`src/rtl/ctmr_pkg.sv`:
```
package ctmr_pkg;
  localparam int CH_COUNT = 3;
  localparam int ADR_COUNT = 0;
  localparam int ADR_CTRL = 1;
  localparam int ADR_STAT = 2;
  localparam int ADR_CAP0 = 3;
  localparam int CTRL_W = 2 * CH_COUNT + 1;
  localparam int STAT_W = 2 * CH_COUNT;

  typedef struct packed {
    logic [CH_COUNT-1:0] cap;
    logic wrReload;
    logic wrTimer;
    logic pairCapture;
  } ctmr_strb_t;
endpackage

```
`src/rtl/ctmr_datapath.sv`:
```
module ctmr_datapath
  import ctmr_pkg::*;
#(
  parameter int CNT_W = 16,
  parameter int PRESCALE = 8
) (
  input  logic clk,
  input  logic rstN,
  input  ctmr_strb_t strb,
  input  logic [CNT_W-1:0] wrData,
  output logic [CNT_W-1:0] count,
  output logic [CNT_W-1:0] capRegs [CH_COUNT],
  output logic underflow
);
  localparam int PRE_W = (PRESCALE > 1) ? $clog2(PRESCALE) : 1;

  logic tick;
  logic [CNT_W-1:0] countNext;
  logic [CNT_W-1:0] reloadReg;
  logic [CNT_W-1:0] tmrReg;

  generate
    if (PRESCALE == 1) begin : g_noPre
      assign tick = 1'b1;
    end else begin : g_pre
      logic [PRE_W-1:0] preCnt;
      assign tick = (preCnt == PRE_W'(PRESCALE - 1));
      always_ff @(posedge clk) begin
        if (!rstN) preCnt <= '0;
        else if (tick) preCnt <= '0;
        else preCnt <= preCnt + 1'b1;
      end
    end
  endgenerate

  // Captures take the value the timebase holds after this edge
  assign countNext = tick ? count + 1'b1 : count;

  always_ff @(posedge clk) begin
    if (!rstN) count <= '0;
    else count <= countNext;
  end

  always_ff @(posedge clk) begin
    if (!rstN) reloadReg <= '0;
    else if (strb.cap[0]) reloadReg <= countNext;
    else if (strb.wrReload) reloadReg <= wrData;
  end

  always_ff @(posedge clk) begin
    if (!rstN) begin
      tmrReg <= '0;
      underflow <= 1'b0;
    end else begin
      underflow <= 1'b0;
      if (strb.cap[1]) tmrReg <= countNext;
      else if (strb.wrTimer) tmrReg <= wrData;
      else if (!strb.pairCapture && tick) begin
        if (tmrReg == '0) begin
          tmrReg <= reloadReg;
          underflow <= 1'b1;
        end else begin
          tmrReg <= tmrReg - 1'b1;
        end
      end
    end
  end

  assign capRegs[0] = reloadReg;
  assign capRegs[1] = tmrReg;

  generate
    for (genvar i = 2; i < CH_COUNT; i++) begin : g_cap
      logic [CNT_W-1:0] capReg;
      always_ff @(posedge clk) begin
        if (!rstN) capReg <= '0;
        else if (strb.cap[i]) capReg <= countNext;
      end
      assign capRegs[i] = capReg;
    end
  endgenerate
endmodule

```
`src/rtl/ctmr_control.sv`:
```
module ctmr_control
  import ctmr_pkg::*;
#(
  parameter int CNT_W = 16,
  parameter int ADDR_W = 4
) (
  input  logic clk,
  input  logic rstN,
  input  logic [CH_COUNT-1:0] evtIn,
  input  logic [ADDR_W-1:0] addr,
  input  logic wrEn,
  input  logic [CNT_W-1:0] wrData,
  output ctmr_strb_t strb,
  output logic [CTRL_W-1:0] ctrlWord,
  output logic [STAT_W-1:0] statWord,
  output logic irq
);
  logic [CH_COUNT-1:0] syncA, syncB, syncPrev;
  logic [CH_COUNT-1:0] edgeHit, capEn;
  logic [CH_COUNT-1:0] edgePol, irqEn, flags, ovr;
  logic [CH_COUNT-1:0] clrFlag, clrOvr;
  logic pairMode;
  logic wrCtrl, wrStat;

  assign wrCtrl = wrEn && (addr == ADDR_W'(ADR_CTRL));
  assign wrStat = wrEn && (addr == ADDR_W'(ADR_STAT));
  assign clrFlag = wrStat ? wrData[CH_COUNT-1:0] : '0;
  assign clrOvr = wrStat ? wrData[2*CH_COUNT-1:CH_COUNT] : '0;

  always_ff @(posedge clk) begin
    if (!rstN) begin
      syncA <= '0;
      syncB <= '0;
      syncPrev <= '0;
    end else begin
      syncA <= evtIn;
      syncB <= syncA;
      syncPrev <= syncB;
    end
  end

  always_ff @(posedge clk) begin
    if (!rstN) begin
      pairMode <= 1'b0;
      edgePol <= '0;
      irqEn <= '0;
    end else if (wrCtrl) begin
      pairMode <= wrData[0];
      edgePol <= wrData[CH_COUNT:1];
      irqEn <= wrData[2*CH_COUNT:CH_COUNT+1];
    end
  end

  generate
    for (genvar i = 0; i < CH_COUNT; i++) begin : g_ch
      if (i < 2) begin : g_shared
        assign capEn[i] = pairMode;
      end else begin : g_own
        assign capEn[i] = 1'b1;
      end

      assign edgeHit[i] = edgePol[i] ? (syncPrev[i] & ~syncB[i])
                                     : (syncB[i] & ~syncPrev[i]);

      always_ff @(posedge clk) begin
        if (!rstN) begin
          flags[i] <= 1'b0;
          ovr[i] <= 1'b0;
        end else begin
          flags[i] <= strb.cap[i] | (flags[i] & ~clrFlag[i]);
          ovr[i] <= (strb.cap[i] & flags[i] & ~clrFlag[i]) | (ovr[i] & ~clrOvr[i]);
        end
      end
    end
  endgenerate

  always_comb begin
    strb.cap = edgeHit & capEn;
    strb.wrReload = wrEn && (addr == ADDR_W'(ADR_CAP0));
    strb.wrTimer = wrEn && (addr == ADDR_W'(ADR_CAP0 + 1));
    strb.pairCapture = pairMode;
  end

  assign ctrlWord = {irqEn, edgePol, pairMode};
  assign statWord = {ovr, flags};
  assign irq = |(flags & irqEn);
endmodule

```
`src/rtl/ctmr_top.sv`:
```
module ctmr_top
  import ctmr_pkg::*;
#(
  parameter int CNT_W = 16,
  parameter int PRESCALE = 8,
  parameter int ADDR_W = 4
) (
  input  logic clk,
  input  logic rstN,
  input  logic [CH_COUNT-1:0] evtIn,
  input  logic [ADDR_W-1:0] addr,
  input  logic wrEn,
  input  logic [CNT_W-1:0] wrData,
  output logic [CNT_W-1:0] rdData,
  output logic irq,
  output logic underflow
);
  ctmr_strb_t strb;
  logic [CNT_W-1:0] count;
  logic [CNT_W-1:0] capRegs [CH_COUNT];
  logic [CTRL_W-1:0] ctrlWord;
  logic [STAT_W-1:0] statWord;

  ctmr_control #(.CNT_W(CNT_W), .ADDR_W(ADDR_W)) u_control (
    .clk(clk), .rstN(rstN), .evtIn(evtIn), .addr(addr), .wrEn(wrEn),
    .wrData(wrData), .strb(strb), .ctrlWord(ctrlWord), .statWord(statWord),
    .irq(irq)
  );

  ctmr_datapath #(.CNT_W(CNT_W), .PRESCALE(PRESCALE)) u_datapath (
    .clk(clk), .rstN(rstN), .strb(strb), .wrData(wrData), .count(count),
    .capRegs(capRegs), .underflow(underflow)
  );

  always_comb begin
    rdData = '0;
    if (addr == ADDR_W'(ADR_COUNT)) rdData = count;
    if (addr == ADDR_W'(ADR_CTRL)) rdData = CNT_W'(ctrlWord);
    if (addr == ADDR_W'(ADR_STAT)) rdData = CNT_W'(statWord);
    for (int i = 0; i < CH_COUNT; i++) begin
      if (addr == ADDR_W'(ADR_CAP0 + i)) rdData = capRegs[i];
    end
  end
endmodule

```
`config.mk`:
```
export PLATFORM = sky130hd
export DESIGN_NAME = ctmr_top
export DESIGN_NICKNAME = d
export VERILOG_FILES = /design/src/rtl/ctmr_pkg.sv /design/src/rtl/ctmr_datapath.sv /design/src/rtl/ctmr_control.sv /design/src/rtl/ctmr_top.sv
export SDC_FILE = /design/constraint.sdc
export NUM_CORES = 1
export LEC_CHECK = 0
export ABC_CLOCK_PERIOD_IN_PS = 2250
export BUFFER_PORTS_ARGS = -buffer_cell sky130_fd_sc_hd__buf_2
export CAP_MARGIN = 20
export CORE_MARGIN = 4
export CORE_UTILIZATION = 38
export CTS_CLUSTER_DIAMETER = 40
export DETAILED_ROUTE_END_ITERATION = 6
export GPL_ROUTABILITY_DRIVEN = 0
export SETUP_SLACK_MARGIN = 0.05
export SYNTH_ARGS = -nofsm -noshare
export SYNTH_HDL_FRONTEND = slang
export SYNTH_SLANG_ARGS = --single-unit
export TNS_END_PERCENT = 50
```
`constraint.sdc`:
```
create_clock -name clk -period 2.25 [get_ports clk]
set_input_delay 0.225 -clock clk [delete_from_list [all_inputs] [get_ports clk]]
set_output_delay 0.225 -clock clk [all_outputs]
set_load 0.01 [all_outputs]
```
# Word level (Yosys, flattened, before mapping)
# Index checks and enable logic that the tools add are counted.
# op_classes
shifts	0
n_bitwise	40
addsub	3
reduce_logical	13
multipliers	0
n_lt_le_gt_ge	0
n_eq_ne	6
div_mod_pow	0
mux	19
# op_table
operator	n
two-way mux 16 bit	13
AND 1 bit	18
adder 16 x 1 -> 16 bit, second input constant	1
zero test 16 bit	1
subtractor 16 x 1 -> 16 bit, second input constant	1
NOT 1 bit	14
== test 4 x 2 -> 1 bit, second input constant	2
== test 4 x 3 -> 1 bit, second input constant	2
AND 3 bit	2
two-way mux 3 bit	2
OR 1 bit	6
logical AND 1 bit	5
== test 4 x 1 -> 1 bit, second input constant	1
zero test 4 bit	1
two-way mux 1 bit	4
OR reduction 4 bit	1
adder 3 x 1 -> 3 bit, second input constant	1
== test 3 bit, second input constant	1
nonzero test 3 bit	1
OR reduction 3 bit	1
nonzero test 2 bit	1
OR reduction 2 bit	1
zero test 1 bit	1
# word_totals
out_inout_bits	18
elab_cells	99
ram_bits	0
mem_count	0
latchBits	0
rom_bits	0
reg_bits	90

# Longest topological paths before layout
# Gate-level depths: netlist of the first run.
# logic_depth
ltp_word	7
mapped_depth	8
mapped_depth_nobuf	7

# By module
# Synthesis of the first run repeated with hierarchy kept, for this count alone.
# hier_totals
cells_unflattened	614
area_unflattened_um2	5084.9
# by_module_without_submodules
mod	seq_area_each_um2	cells_each	n_inst	area_per_inst_um2
ctmr_datapath	1361.3	406	1	3450.8
ctmr_control	440.4	100	1	922.1
ctmr_top	0.0	108	1	711.9

# Worst setup path after synthesis of the first run
# No wires, ideal clock.
# synth_timing
kind	reg-to-reg
startpoint	register u_datapath.tmrReg[4]
endpoint	register u_datapath.tmrReg[11]
synth_period_minus_slack_ns	2.405
path_stages_with_launch	8
t_arrival_ns	2.291
slack_ns	-0.155
path_buffers	2
t_required_ns	2.135
path_cell_list	dfxtp_1 or4_1 buf_2 or4_4 or2_0 buf_2 o311a_1 o21a_1
# synth_between
elab_chain_len	5
# synth_rtl
element	line	source
from (decl)	ctmr_datapath.sv:20	logic [CNT_W-1:0] tmrReg;
from (signal assigned)	ctmr_datapath.sv:56	if (strb.cap[1]) tmrReg <= countNext;
from (signal assigned)	ctmr_datapath.sv:57	else if (strb.wrTimer) tmrReg <= wrData;
from (signal assigned)	ctmr_datapath.sv:60	tmrReg <= reloadReg;
subtractor 16 x 1 -> 16 bit / zero test 16 bit (equally long branches)	ctmr_datapath.sv:63, ctmr_datapath.sv:59	
two-way mux 16 bit *	ctmr_datapath.sv:59	if (tmrReg == '0) begin
two-way mux 16 bit *	ctmr_datapath.sv:58	else if (!strb.pairCapture && tick) begin
two-way mux 16 bit *	ctmr_datapath.sv:57	
two-way mux 16 bit *	ctmr_datapath.sv:56	
# Every way passes the cells marked *; elsewhere a longest branch is shown, timed or not. The select of a mux whose other input is x is not followed.
# A chain may end at the register's enable or synchronous reset.

# Final worst setup path of the first run
# layout_timing
startpoint	register u_datapath.tmrReg[7]
endpoint	register u_datapath.tmrReg[11]
# Same word-level chain as after synthesis.

==> impl_results.md, run 1 <==
* Run status: finished clean
* Power Total at approximately 3.8 mW
* Cells taking the most area after synthesis: sky130_fd_sc_hd__dfxtp_1 38%, sky130_fd_sc_hd__nor2_1 5.2%, sky130_fd_sc_hd__a211oi_1 4.6%
* Count of flip-flops with a built-in enable after synthesis at 0
* TritonCTS buffer count at 9
* Share of the clock period used by the worst path after layout at 0.9535
* Worst reg2reg path endpoint: u_datapath.tmrReg[11]$_SDFFE_PN0P_
* Layout net count at 667
* Worst hold start: evtIn[1]
* Maximum fanout along the worst path at 6
* Final HPWL DP at around 12 mm
* Post-detailed-routing wire length at 16.23 mm
* Clock insertion delay at the later pin of the skew report at between 0.3 and 0.4 ns
* Area enclosed by the die boundary at approximately 14000 sq um
* Synthesized area per cell at 8.333 sq um
* Peak clock frequency supported by timing at roughly 470 MHz
* Residual DRC count at 0
* Worst r2r path cells at 5
* Clock sink total at 90
* H-tree depth at 3
* Setup Skew at between 0.008 and 0.009 ns
* WHS at ~0.076 ns
* Port-buffer cells at 43
* Via count at approximately 5000
* Clock period minus worst slack at roughly 2.1 ns
* Via-to-Cell Ratio at 6.022
* Initial antenna violation count at 0
* Synth Cell Area at around 4700 sq um
* Setup-failing EPs final at 0
* Core Rows at 40
* FF+latch count, synth at 90
* Power density normalized to cell area at around 640 nW/um^2
* Post-synth top area share at 0.3814
* Cell count of the worst hold path at 2
* Yosys top cell by area: sky130_fd_sc_hd__dfxtp_1
* Deepest clock path buffer count at 2
* Proportion of layout cells with a drive suffix above 1 at 0.2543
* Total nets after synthesis at ~600
* Effective utilization at floorplan at 0.3901
* Fraction of the yosys area taken by sequential cells at 0.3814
* Fraction of registers with async set/reset at 0
* Data arrival time of the critical path at 2.39 ns
* Worst ir drop on vdd at 0.3663 mV
* Vias in the first global route at 4629
* Leak pwr at around 2.3 nW
* Count of maximum capacitance violations at 0
* Count of nets left with antenna violations after detail routing at 0
* Count of distinct cell types in the synthesized netlist at 60
* Critical path startpoint category: flop
* CP endpoint kind: flop
* Clock root cell: sky130_fd_sc_hd__clkbuf_16
* Reg clk slew, reported paths at about 0.070 ns
* Hold_buf cts at 0
* I/O pins at 44
* Hold Violations, Final at 0
* Commonest cells after routing, fill and taps aside: 86 x sky130_fd_sc_hd__dfxtp_1, 65 x sky130_fd_sc_hd__nor2_1, 58 x sky130_fd_sc_hd__buf_4, 43 x sky130_fd_sc_hd__buf_2, 38 x sky130_fd_sc_hd__nand2_1
* Unrepaired setup endpoints after global routing: yes
* Die Width at approximately 120 um
* Yosys warning total at 0
* Vertical die dimension at ~120 um
* Path type of the worst min-delay path: input pin to flop
* Count of final max-slew check failures at 0
* Slew Limit Headroom at 0.4242
* Gr usage total at 0.2277
* Worst setup path category: flop to flop
* Setup_tns at 0 ns
* Residual overflow from global routing at 0
* Register-to-register setup slack at between 0.1 and 0.15 ns
* Average wire per cell in the routed design at 20.06 um
* CTS tree: yes
* Global-route wire length before repair at about 26 mm
* Detailed router's first-iteration violation count at approximately 450
* Std-Cell Core Area at 12110 sq um
* Number of antenna cells inserted at 0
* Synth Flop Type: sky130_fd_sc_hd__dfxtp_1
* Maximum number of pins on one net before global-route repair at between 60 and 70
* Reg-to-reg startpoint: u_datapath.tmrReg[7]$_SDFFE_PN0P_
* Cell count after synthesis at approximately 570
* Worst Tran Pin Value at approximately 0.86 ns
* Data required time at the worst endpoint at about 2.5 ns
* DRT Pass-1 Iters at 6
* End of the worst hold path: u_control.syncA[1]$_SDFF_PN0_
* Leading cell type in the layout, fill and taps excluded: sky130_fd_sc_hd__dfxtp_1
* Growth of design area from synthesis to finish at 24.74%
==> synthesized netlist by cell type, types with 11 or more instances <==
cell type,instances
sky130_fd_sc_hd__nand2_1,38
sky130_fd_sc_hd__and3_1,14
sky130_fd_sc_hd__nor4_1,13
sky130_fd_sc_hd__nor3_1,12
sky130_fd_sc_hd__xnor2_1,22
sky130_fd_sc_hd__a31oi_1,12
sky130_fd_sc_hd__a21oi_1,30
sky130_fd_sc_hd__nor2_1,66
sky130_fd_sc_hd__a22oi_1,11
sky130_fd_sc_hd__and2_1,14
sky130_fd_sc_hd__nand3_1,22
sky130_fd_sc_hd__a211oi_1,29
sky130_fd_sc_hd__dfxtp_1,90
sky130_fd_sc_hd__o21ai_0,15
sky130_fd_sc_hd__clkbuf_1,38
==> power breakdown <==
group / switching, mW / leakage, nW / internal [mW]
registers: 0.0238 / 0.731 / 1.63
clock network: 0.683 / 0.142 / 0.898
logic: 0.298 / 1.40 / 0.250
total: 1.01 / 2.28 / 2.78
==> registers in the layout (all words and copies together), names as in the netlist <==
register / count
u_control.edgePol: 3
u_control.irqEn: 3
u_control.pairMode: 1
u_control.statWord: 6
u_control.syncA: 3
u_control.syncB: 3
u_control.syncPrev: 3
u_datapath.count: 16
u_datapath.g_cap.capReg: 16
u_datapath.g_pre.preCnt: 3
u_datapath.reloadReg: 16
u_datapath.tmrReg: 16
u_datapath.underflow: 1
==> cells by family after synthesis <==
logic type	Yosys count	synth area share
compound gates	162	0.2468
xor+xnor	27	0.05005
fa+ha+maj	5	0.01324
buf+inv	51	0.04264
flops	90	0.3814
mux	15	0.03390
simple gates	217	0.2320
==> cell type report <==
type                    instances  area (sq um)
repair buffers                103         681.9
clock inverters                 5         62.56
inverters                       6         22.52
flip-flops and latches         90          1807
fillers                      1216          6218
well taps                     168         210.2
clock buffers                  11         242.7
multi-input cells             426          2867
==> routing by layer <==
metal | up-vias | part of all wire | GRT usage
li1 | 2282 | - | -
met1 | 2301 | 0.45 | 0.3273
met2 | 264 | 0.44 | 0.3400
met3 | 25 | 0.090 | 0.05419
met4 | 0 | 0.018 | 0.06514
met5 | - | 0 | 0
==> worst max-delay path by stage <==
stage,endpoint,slack (ns),start,cells after the start
after global placement,u_datapath.tmrReg[6]$_SDFFE_PN0P_,-0.05,u_datapath.tmrReg[0]$_SDFFE_PN0P_,8
after floorplan,u_datapath.tmrReg[11]$_SDFFE_PN0P_,-0.05,u_datapath.tmrReg[7]$_SDFFE_PN0P_,7
final,u_datapath.tmrReg[11]$_SDFFE_PN0P_,0.10,u_datapath.tmrReg[7]$_SDFFE_PN0P_,5
after detailed placement,u_datapath.tmrReg[9]$_SDFFE_PN0P_,-0.10,u_datapath.tmrReg[1]$_SDFFE_PN0P_,8
after global routing,u_datapath.tmrReg[3]$_SDFFE_PN0P_,0.03,u_datapath.tmrReg[8]$_SDFFE_PN0P_,5
after CTS,u_datapath.tmrReg[11]$_SDFFE_PN0P_,0.04,u_datapath.tmrReg[7]$_SDFFE_PN0P_,5
==> stage by stage <==
stage          cells  setup WS, ns  utilization  area, sq um
5_1_grt          809       0.02742       0.4866         5893
3_5_place_dp     789       -0.1012       0.4495         5444
6_report         809        0.1046       0.4866         5893
3_3_place_gp     789      -0.05084       0.4495         5444
2_1_floorplan    567      -0.05435            -         4737
4_1_cts          805       0.04226       0.4760         5766
==> critical path, stage by stage (launching register included) <==
cell and delay, ns:
sky130_fd_sc_hd__dfxtp_2 0.32, sky130_fd_sc_hd__or4_4 0.55, sky130_fd_sc_hd__or4_4 0.43, sky130_fd_sc_hd__or2_4 0.27, sky130_fd_sc_hd__o311a_1 0.30, sky130_fd_sc_hd__o21a_1 0.17
==> repair_timing <==
item,in CTS,in global routing
buffers inserted,0,4
pin swaps,1,4
resized for setup,6,23
cloned,0,0
setup endpoints to repair,14,21
Note: power is estimated with default switching activity, not from simulation.
==> run 2, diff against run 1 <==
--- a/config.mk
+++ b/config.mk
@@ -5,7 +5,7 @@
 export SDC_FILE = /design/constraint.sdc
 export NUM_CORES = 1
 export LEC_CHECK = 0
-export ABC_CLOCK_PERIOD_IN_PS = 2250
+export ABC_CLOCK_PERIOD_IN_PS = 2200
 export BUFFER_PORTS_ARGS = -buffer_cell sky130_fd_sc_hd__buf_2
 export CAP_MARGIN = 20
 export CORE_MARGIN = 4
==> constraint.sdc (replaced) <==
create_clock -name clk -period 2.2 [get_ports clk]
set_input_delay 0.22 -clock clk [delete_from_list [all_inputs] [get_ports clk]]
set_output_delay 0.22 -clock clk [all_outputs]
set_load 0.01 [all_outputs]
==> run 2 against run 1 <==
Non-clock buffer count is 2 higher; clock-buffer cell count stayed put; critical path depth stayed put; cell area is 0.36% higher; sequential cell count stayed put; combinational power is 8.0% higher; global-route usage is 0.18 points higher; wire length stayed put; critical endpoint unchanged; largest power group unchanged.
==> impl_results.md, run 2 (synthesis gave the netlist of run 1 again) <==
* Final critical-path setup slack at between 0.03 and 0.04 ns
* Maximum number of pins on one net before global-route repair at a little over 60
* Vertical die dimension at about 120 um
* Top delay family on crit path: simple AND/OR/NAND/NOR gates
* Unrepaired setup endpoints after global routing: yes
* Path type of the worst min-delay path: input pin to flop
* Number of fill cells at between 1000 and 1500
* Setup_tns at 0 ns
* Clock root cell: sky130_fd_sc_hd__clkbuf_16
* DRT Pass-1 Iters at 5
* Switching share of power at 0.2629
* Clock sink total at 90
* Die Width at between 100 and 150 um
* Layout net count at 669
* Post-detailed-routing wire length at between 15 and 20 mm
* Core Rows at 40
* Deepest clock path buffer count at 2
* Data required time at the worst endpoint at about 2.4 ns
* Reg clk slew, reported paths at roughly 0.070 ns
* Pre-CTS worst setup slack at -0.1614 ns
* Data arrival time of the critical path at 2.40 ns
* Clock insertion delay at the later pin of the skew report at between 0.3 and 0.4 ns
* Slowest cell on the critical path: sky130_fd_sc_hd__or4_4
* Clock Power Share at 0.411
* CP endpoint kind: flop
* Count of maximum capacitance violations at 0
* Worst setup path category: flop to flop
* Pint at approximately 2.9 mW
* Maximum fanout along the worst path at 7
* Via count at slightly below 5000
* H-tree depth at 3
* Residual overflow from global routing at 0
* Average wire per cell in the routed design at approximately 20 um
* CTS tree: yes
* Clock period minus worst slack at 2.167 ns
* Proportion of layout cells with a drive suffix above 1 at 0.2582
* Instance count after placement with tap cells included at just under 800
* Growth of design area from synthesis to finish at 25.19%
* Area enclosed by the die boundary at roughly 14000 sq um
* Hold Violations, Final at 0
* Power dissipated by switching net loads at slightly above 1 mW
* Detailed router's first-iteration violation count at ~530
* Worst ir drop on vdd at approximately 0.37 mV
* Cells along the critical path: or4_4 > or4_4 > or2_4 > o311a_1 > o21a_1
* Final HPWL DP at 11.64 mm
* Peak clock frequency supported by timing at between 400 and 500 MHz
* Count of nets left with antenna violations after detail routing at 0
* Gr usage total at 0.2294
* TritonCTS buffer count at 9
* Slew Limit Headroom at 0.5254
* Via-to-Cell Ratio at 6.095
* Critical path startpoint category: flop
* Buffering stage count on the worst path with inverters included at 0
* Number of antenna cells inserted at 0
* Setup Skew at between 0.007 and 0.008 ns
* Leak pwr at ~2.3 nW
* Leading cell type in the layout, fill and taps excluded: sky130_fd_sc_hd__dfxtp_1
* Port-buffer cells at 43
* Worst path max stage delay at ~0.55 ns
* Std-Cell Core Area at between 10000 and 15000 sq um
* Share of the clock period used by the worst path after layout at 0.9848
* Residual DRC count at 0
* Vias in the first global route at ~4700
* Hold_buf cts at 0
* Cell mode on critical path: sky130_fd_sc_hd__or4_4
* Comb pwr share at 0.153
* Commonest cells after routing, fill and taps aside: 86 x sky130_fd_sc_hd__dfxtp_1, 63 x sky130_fd_sc_hd__nor2_1, 58 x sky130_fd_sc_hd__buf_4, 43 x sky130_fd_sc_hd__buf_2, 38 x sky130_fd_sc_hd__nand2_1
* Power density normalized to cell area at 655.3 nW/um^2
* I/O pins at 44
* Global-route wire length before repair at 26.16 mm
* Count of final max-slew check failures at 0
* Worst Tran Pin Value at between 0.7 and 0.8 ns
* Initial antenna violation count at 0
* Setup-failing EPs final at 0
* Effective utilization at floorplan at 0.3901
* Fraction of power consumed by sequential logic at 0.437
* Run status: finished clean
* Count of placed standard cells in the final layout, fillers left out at 811
run 2: area by class of cell:
class | instances | area, sq um | area share
Timing Repair Buffer | 105 | 704.4 | 0.1191
Clock inverter | 5 | 61.31 | 0.01037
Tap cell | 168 | 210.2 | 0.03554
Clock buffer | 11 | 242.7 | 0.04104
Sequential cell | 90 | 1807 | 0.3055
Inverter | 6 | 22.52 | 0.003808
Multi-Input combinational cell | 426 | 2867 | 0.4847
run 2: through the flow:
| step | hold slack [ns] | util | power, mW | cell area, sq um |
|---|---|---|---|---|
| global placement | 0.4115 | 0.4526 | 2.241 | 5482 |
| floorplan | 0.3473 | - | 2.059 | 4737 |
| global route | 0.09603 | 0.4883 | 4.031 | 5914 |
| detailed placement | 0.4222 | 0.4526 | 2.252 | 5482 |
| finish | 0.08319 | 0.4883 | 3.876 | 5914 |
| CTS | 0.07871 | 0.4822 | 3.854 | 5841 |
run 2: worst reg2reg max path, cell delays in order (launching register included):
cell and delay, ns:
sky130_fd_sc_hd__dfxtp_2 0.32, sky130_fd_sc_hd__or4_4 0.55, sky130_fd_sc_hd__or4_4 0.43, sky130_fd_sc_hd__or2_4 0.30, sky130_fd_sc_hd__o311a_1 0.29, sky130_fd_sc_hd__o21a_1 0.16
run 2: per-layer routing:
metal	wire, um	global-route usage
met1	7141	0.3284
met2	7330	0.3485
met3	1396	0.04100
met4	359	0.07731
met5	0	0
run 2: path summary, 6_finish.rpt:
| path | from | end | slack [ns] | cells after the start |
|---|---|---|---|---|
| worst max-delay path | u_datapath.tmrReg[5]$_SDFFE_PN0P_ | u_datapath.tmrReg[11]$_SDFFE_PN0P_ | 0.03 | 5 |
| worst min register to register | u_datapath.g_pre.preCnt[0]$_SDFF_PP0_ | u_datapath.g_pre.preCnt[0]$_SDFF_PP0_ | 0.43 | 1 |
| worst min-delay path | evtIn[1] | u_control.syncA[1]$_SDFF_PN0_ | 0.08 | 2 |
| worst max register to register | u_datapath.tmrReg[5]$_SDFFE_PN0P_ | u_datapath.tmrReg[11]$_SDFFE_PN0P_ | 0.03 | 5 |
run 2: power groups by stage:
| stage | clock network [mW] | registers (mW) | logic [mW] |
|---|---|---|---|
| floorplan | 0 | 1.72 | 0.335 |
| global placement | 0 | 1.73 | 0.514 |
| detailed placement | 0 | 1.73 | 0.524 |
| CTS | 1.60 | 1.69 | 0.561 |
| global route | 1.69 | 1.70 | 0.640 |
| finish | 1.59 | 1.69 | 0.592 |
run 2: what timing repair did:
action                                  CTS  global route
cloned                                    0             0
pin swaps                                 4            10
gates resized for setup                  17            18
endpoints found under the setup margin   17            17
buffers inserted                          0             1
==> run 3, diff against run 2 <==
--- a/config.mk
+++ b/config.mk
@@ -9,10 +9,12 @@
 export BUFFER_PORTS_ARGS = -buffer_cell sky130_fd_sc_hd__buf_2
 export CAP_MARGIN = 20
 export CORE_MARGIN = 4
-export CORE_UTILIZATION = 38
+export CORE_UTILIZATION = 48
 export CTS_CLUSTER_DIAMETER = 40
 export DETAILED_ROUTE_END_ITERATION = 6
 export GPL_ROUTABILITY_DRIVEN = 0
+export PLACE_DENSITY = 0.67
+export RECOVER_POWER = 100
 export SETUP_SLACK_MARGIN = 0.05
 export SYNTH_ARGS = -nofsm -noshare
 export SYNTH_HDL_FRONTEND = slang
==> constraint.sdc (replaced) <==
create_clock -name clk -period 2.2 [get_ports clk]
set_input_delay 0 -clock clk [delete_from_list [all_inputs] [get_ports clk]]
set_output_delay 0 -clock clk [all_outputs]
set_load 0.01 [all_outputs]
==> run 3 against run 2 <==
Sequential cell count is the same; via count grew 2.3%; clock-buffer cell count is the same; total power shrank 10%; combinational power is essentially flat; die area shrank 20%; non-clock buffer count grew 16; first-iteration DRC count grew 31%; hold slack lost 0.014 ns.
==> impl_results.md, run 3 (synthesis gave the netlist of run 1 again) <==
* I/O pins at 44
* Post-detailed-routing wire length at around 16 mm
* Detailed-routing wirelength on met1 at 6.934 mm
* TritonCTS buffer count at 9
* Final HPWL DP at about 11 mm
* Via count at slightly above 5000
* Port-buffer cells at 43
* Growth of design area from synthesis to finish at 23.07%
* Vias in the first global route at between 4000 and 5000
* Reg clk slew, reported paths at roughly 0.090 ns
* Number of antenna cells inserted at 0
* Worst ir drop on vdd at about 0.34 mV
* Clock sink total at 90
* Core Rows at 35
* WHS at a little under 0.07 ns
* Effective utilization at floorplan at 0.5018
* Detailed router's first-iteration violation count at 695
* Worst Tran Pin Value at between 0.8 and 0.9 ns
* Proportion of layout cells with a drive suffix above 1 at 0.2094
* Deepest clock path buffer count at 2
* Clock period minus worst slack at ~2.1 ns
* Worst setup path category: flop to flop
* Initial antenna violation count at 0
* Data required time at the worst endpoint at about 2.5 ns
* Setup Skew at around 0.0095 ns
* Gr usage total at 0.2850
* Count of final max-slew check failures at 0
* Average wire per cell in the routed design at 20.37 um
* Share of the core filled with cells at 0.6175
* Peak clock frequency supported by timing at around 470 MHz
* Vertical die dimension at between 100 and 150 um
* H-tree depth at 3
* Run status: finished clean
* Maximum fanout along the worst path at 5
* Path type of the worst min-delay path: input pin to flop
* CP endpoint kind: flop
* Commonest cells after routing, fill and taps aside: 88 x sky130_fd_sc_hd__dfxtp_1, 63 x sky130_fd_sc_hd__nor2_1, 50 x sky130_fd_sc_hd__buf_4, 38 x sky130_fd_sc_hd__nand2_1, 30 x sky130_fd_sc_hd__a21oi_1
* Residual DRC count at 0
* Global-route wire length before repair at between 20 and 30 mm
* DR WL met2 at roughly 7.1 mm
* Highest metal layer used by the detailed router: met4
* Instance count after placement with tap cells included at ~760
* Register-to-register setup slack at about 0.05 ns
* Via-to-Cell Ratio at ~6.4
* Setup-failing EPs final at 0
* Area enclosed by the die boundary at between 10000 and 15000 sq um
* Die Width at 107.2 um
* Count of nets left with antenna violations after detail routing at 0
* Power density normalized to cell area at 598.1 nW/um^2
* Slew Limit Headroom at 0.4274
* Data arrival time of the critical path at approximately 2.4 ns
* Clock insertion delay at the later pin of the skew report at between 0.3 and 0.4 ns
* Leading cell type in the layout, fill and taps excluded: sky130_fd_sc_hd__dfxtp_1
* CTS tree: yes
* Crit path from: u_datapath.tmrReg[7]$_SDFFE_PN0P_
* WL met3 at roughly 1.7 mm
* Maximum number of pins on one net before global-route repair at 40
* Worst r2r path cells at 5
* Leak pwr at about 2.2 nW
* Worst reg2reg path endpoint: u_datapath.tmrReg[11]$_SDFFE_PN0P_
* Number of fill cells at roughly 840
* Share of the clock period used by the worst path after layout at 0.9769
* Reg-to-reg startpoint: u_datapath.tmrReg[7]$_SDFFE_PN0P_
* Count of placed standard cells in the final layout, fillers left out at slightly below 800
* Power Total at 3.478 mW
* Unrepaired setup endpoints after global routing: yes
* Clock root cell: sky130_fd_sc_hd__clkbuf_8
* Std-Cell Core Area at 9415 sq um
* Count of maximum capacitance violations at 0
* DRT Pass-1 Iters at 5
* Critical path startpoint category: flop
* Residual overflow from global routing at 0
* Critical path destination: u_datapath.tmrReg[11]$_SDFFE_PN0P_
* Layout net count at roughly 690
* Hold Violations, Final at 0
## run 3: repair_timing
item,CTS,global route
endpoints found under the hold margin,23,0
hold buffers,13,0
buffers inserted,0,2
resized for setup,11,28
setup endpoints to repair,15,18
pin swaps,3,10
## run 3: how the worst min path moves through the flow
| stage | start | end | slack [ns] | cells after the start |
|---|---|---|---|---|
| 2_1_floorplan | evtIn[0] | u_control.syncA[0]$_SDFF_PN0_ | 0.13 | 1 |
| 3_3_place_gp | evtIn[1] | u_control.syncA[1]$_SDFF_PN0_ | 0.20 | 2 |
| 3_5_place_dp | evtIn[0] | u_control.syncA[0]$_SDFF_PN0_ | 0.21 | 2 |
| 4_1_cts | wrData[12] | u_datapath.tmrReg[12]$_SDFFE_PN0P_ | 0.05 | 3 |
| 5_1_grt | wrData[14] | u_datapath.tmrReg[14]$_SDFFE_PN0P_ | 0.10 | 4 |
| 6_report | wrData[14] | u_datapath.tmrReg[14]$_SDFFE_PN0P_ | 0.07 | 4 |
## run 3: critical path, cell delays in order, from the launching register on
cell and delay [ns]:
sky130_fd_sc_hd__dfxtp_1 0.33, sky130_fd_sc_hd__or4_4 0.55, sky130_fd_sc_hd__or4_4 0.43, sky130_fd_sc_hd__or2_4 0.28, sky130_fd_sc_hd__o311a_1 0.30, sky130_fd_sc_hd__o21a_1 0.16
## run 3: metal layers
| layer | global-route usage | vias to the layer above |
|---|---|---|
| li1 | - | 2310 |
| met1 | 0.4183 | 2407 |
| met2 | 0.4164 | 298 |
| met3 | 0.05358 | 41 |
| met4 | 0.09589 | 0 |
| met5 | 0 | - |
## run 3: layout make-up
type | count | area [sq um] | share of cell area
clock inverters | 5 | 62.56 | 0.01076
inverters | 6 | 22.52 | 0.003873
clock buffers | 11 | 141.4 | 0.02432
flip-flops and latches | 90 | 1804 | 0.3103
multi-input cells | 426 | 2836 | 0.4878
well taps | 129 | 161.4 | 0.02776
repair buffers | 121 | 785.8 | 0.1351
## run 3: per-stage QoR
step / TNS, ns / instance area [sq um] / setup slack, ns
global route: 0 / 5814 / 0.0003895
CTS: 0 / 5802 / 0.04792
detailed placement: -0.9735 / 5435 / -0.1227
floorplan: -0.8944 / 4737 / -0.1044
global placement: -0.4486 / 5435 / -0.07170
finish: 0 / 5814 / 0.05081
## run 3: where the power goes
| part | internal, mW | switching [mW] | total [mW] |
|---|---|---|---|
| Sequential | 1.67 | 0.0251 | 1.69 |
| Clock | 0.563 | 0.632 | 1.20 |
| Combinational | 0.274 | 0.316 | 0.591 |
| Total | 2.50 | 0.974 | 3.48 |
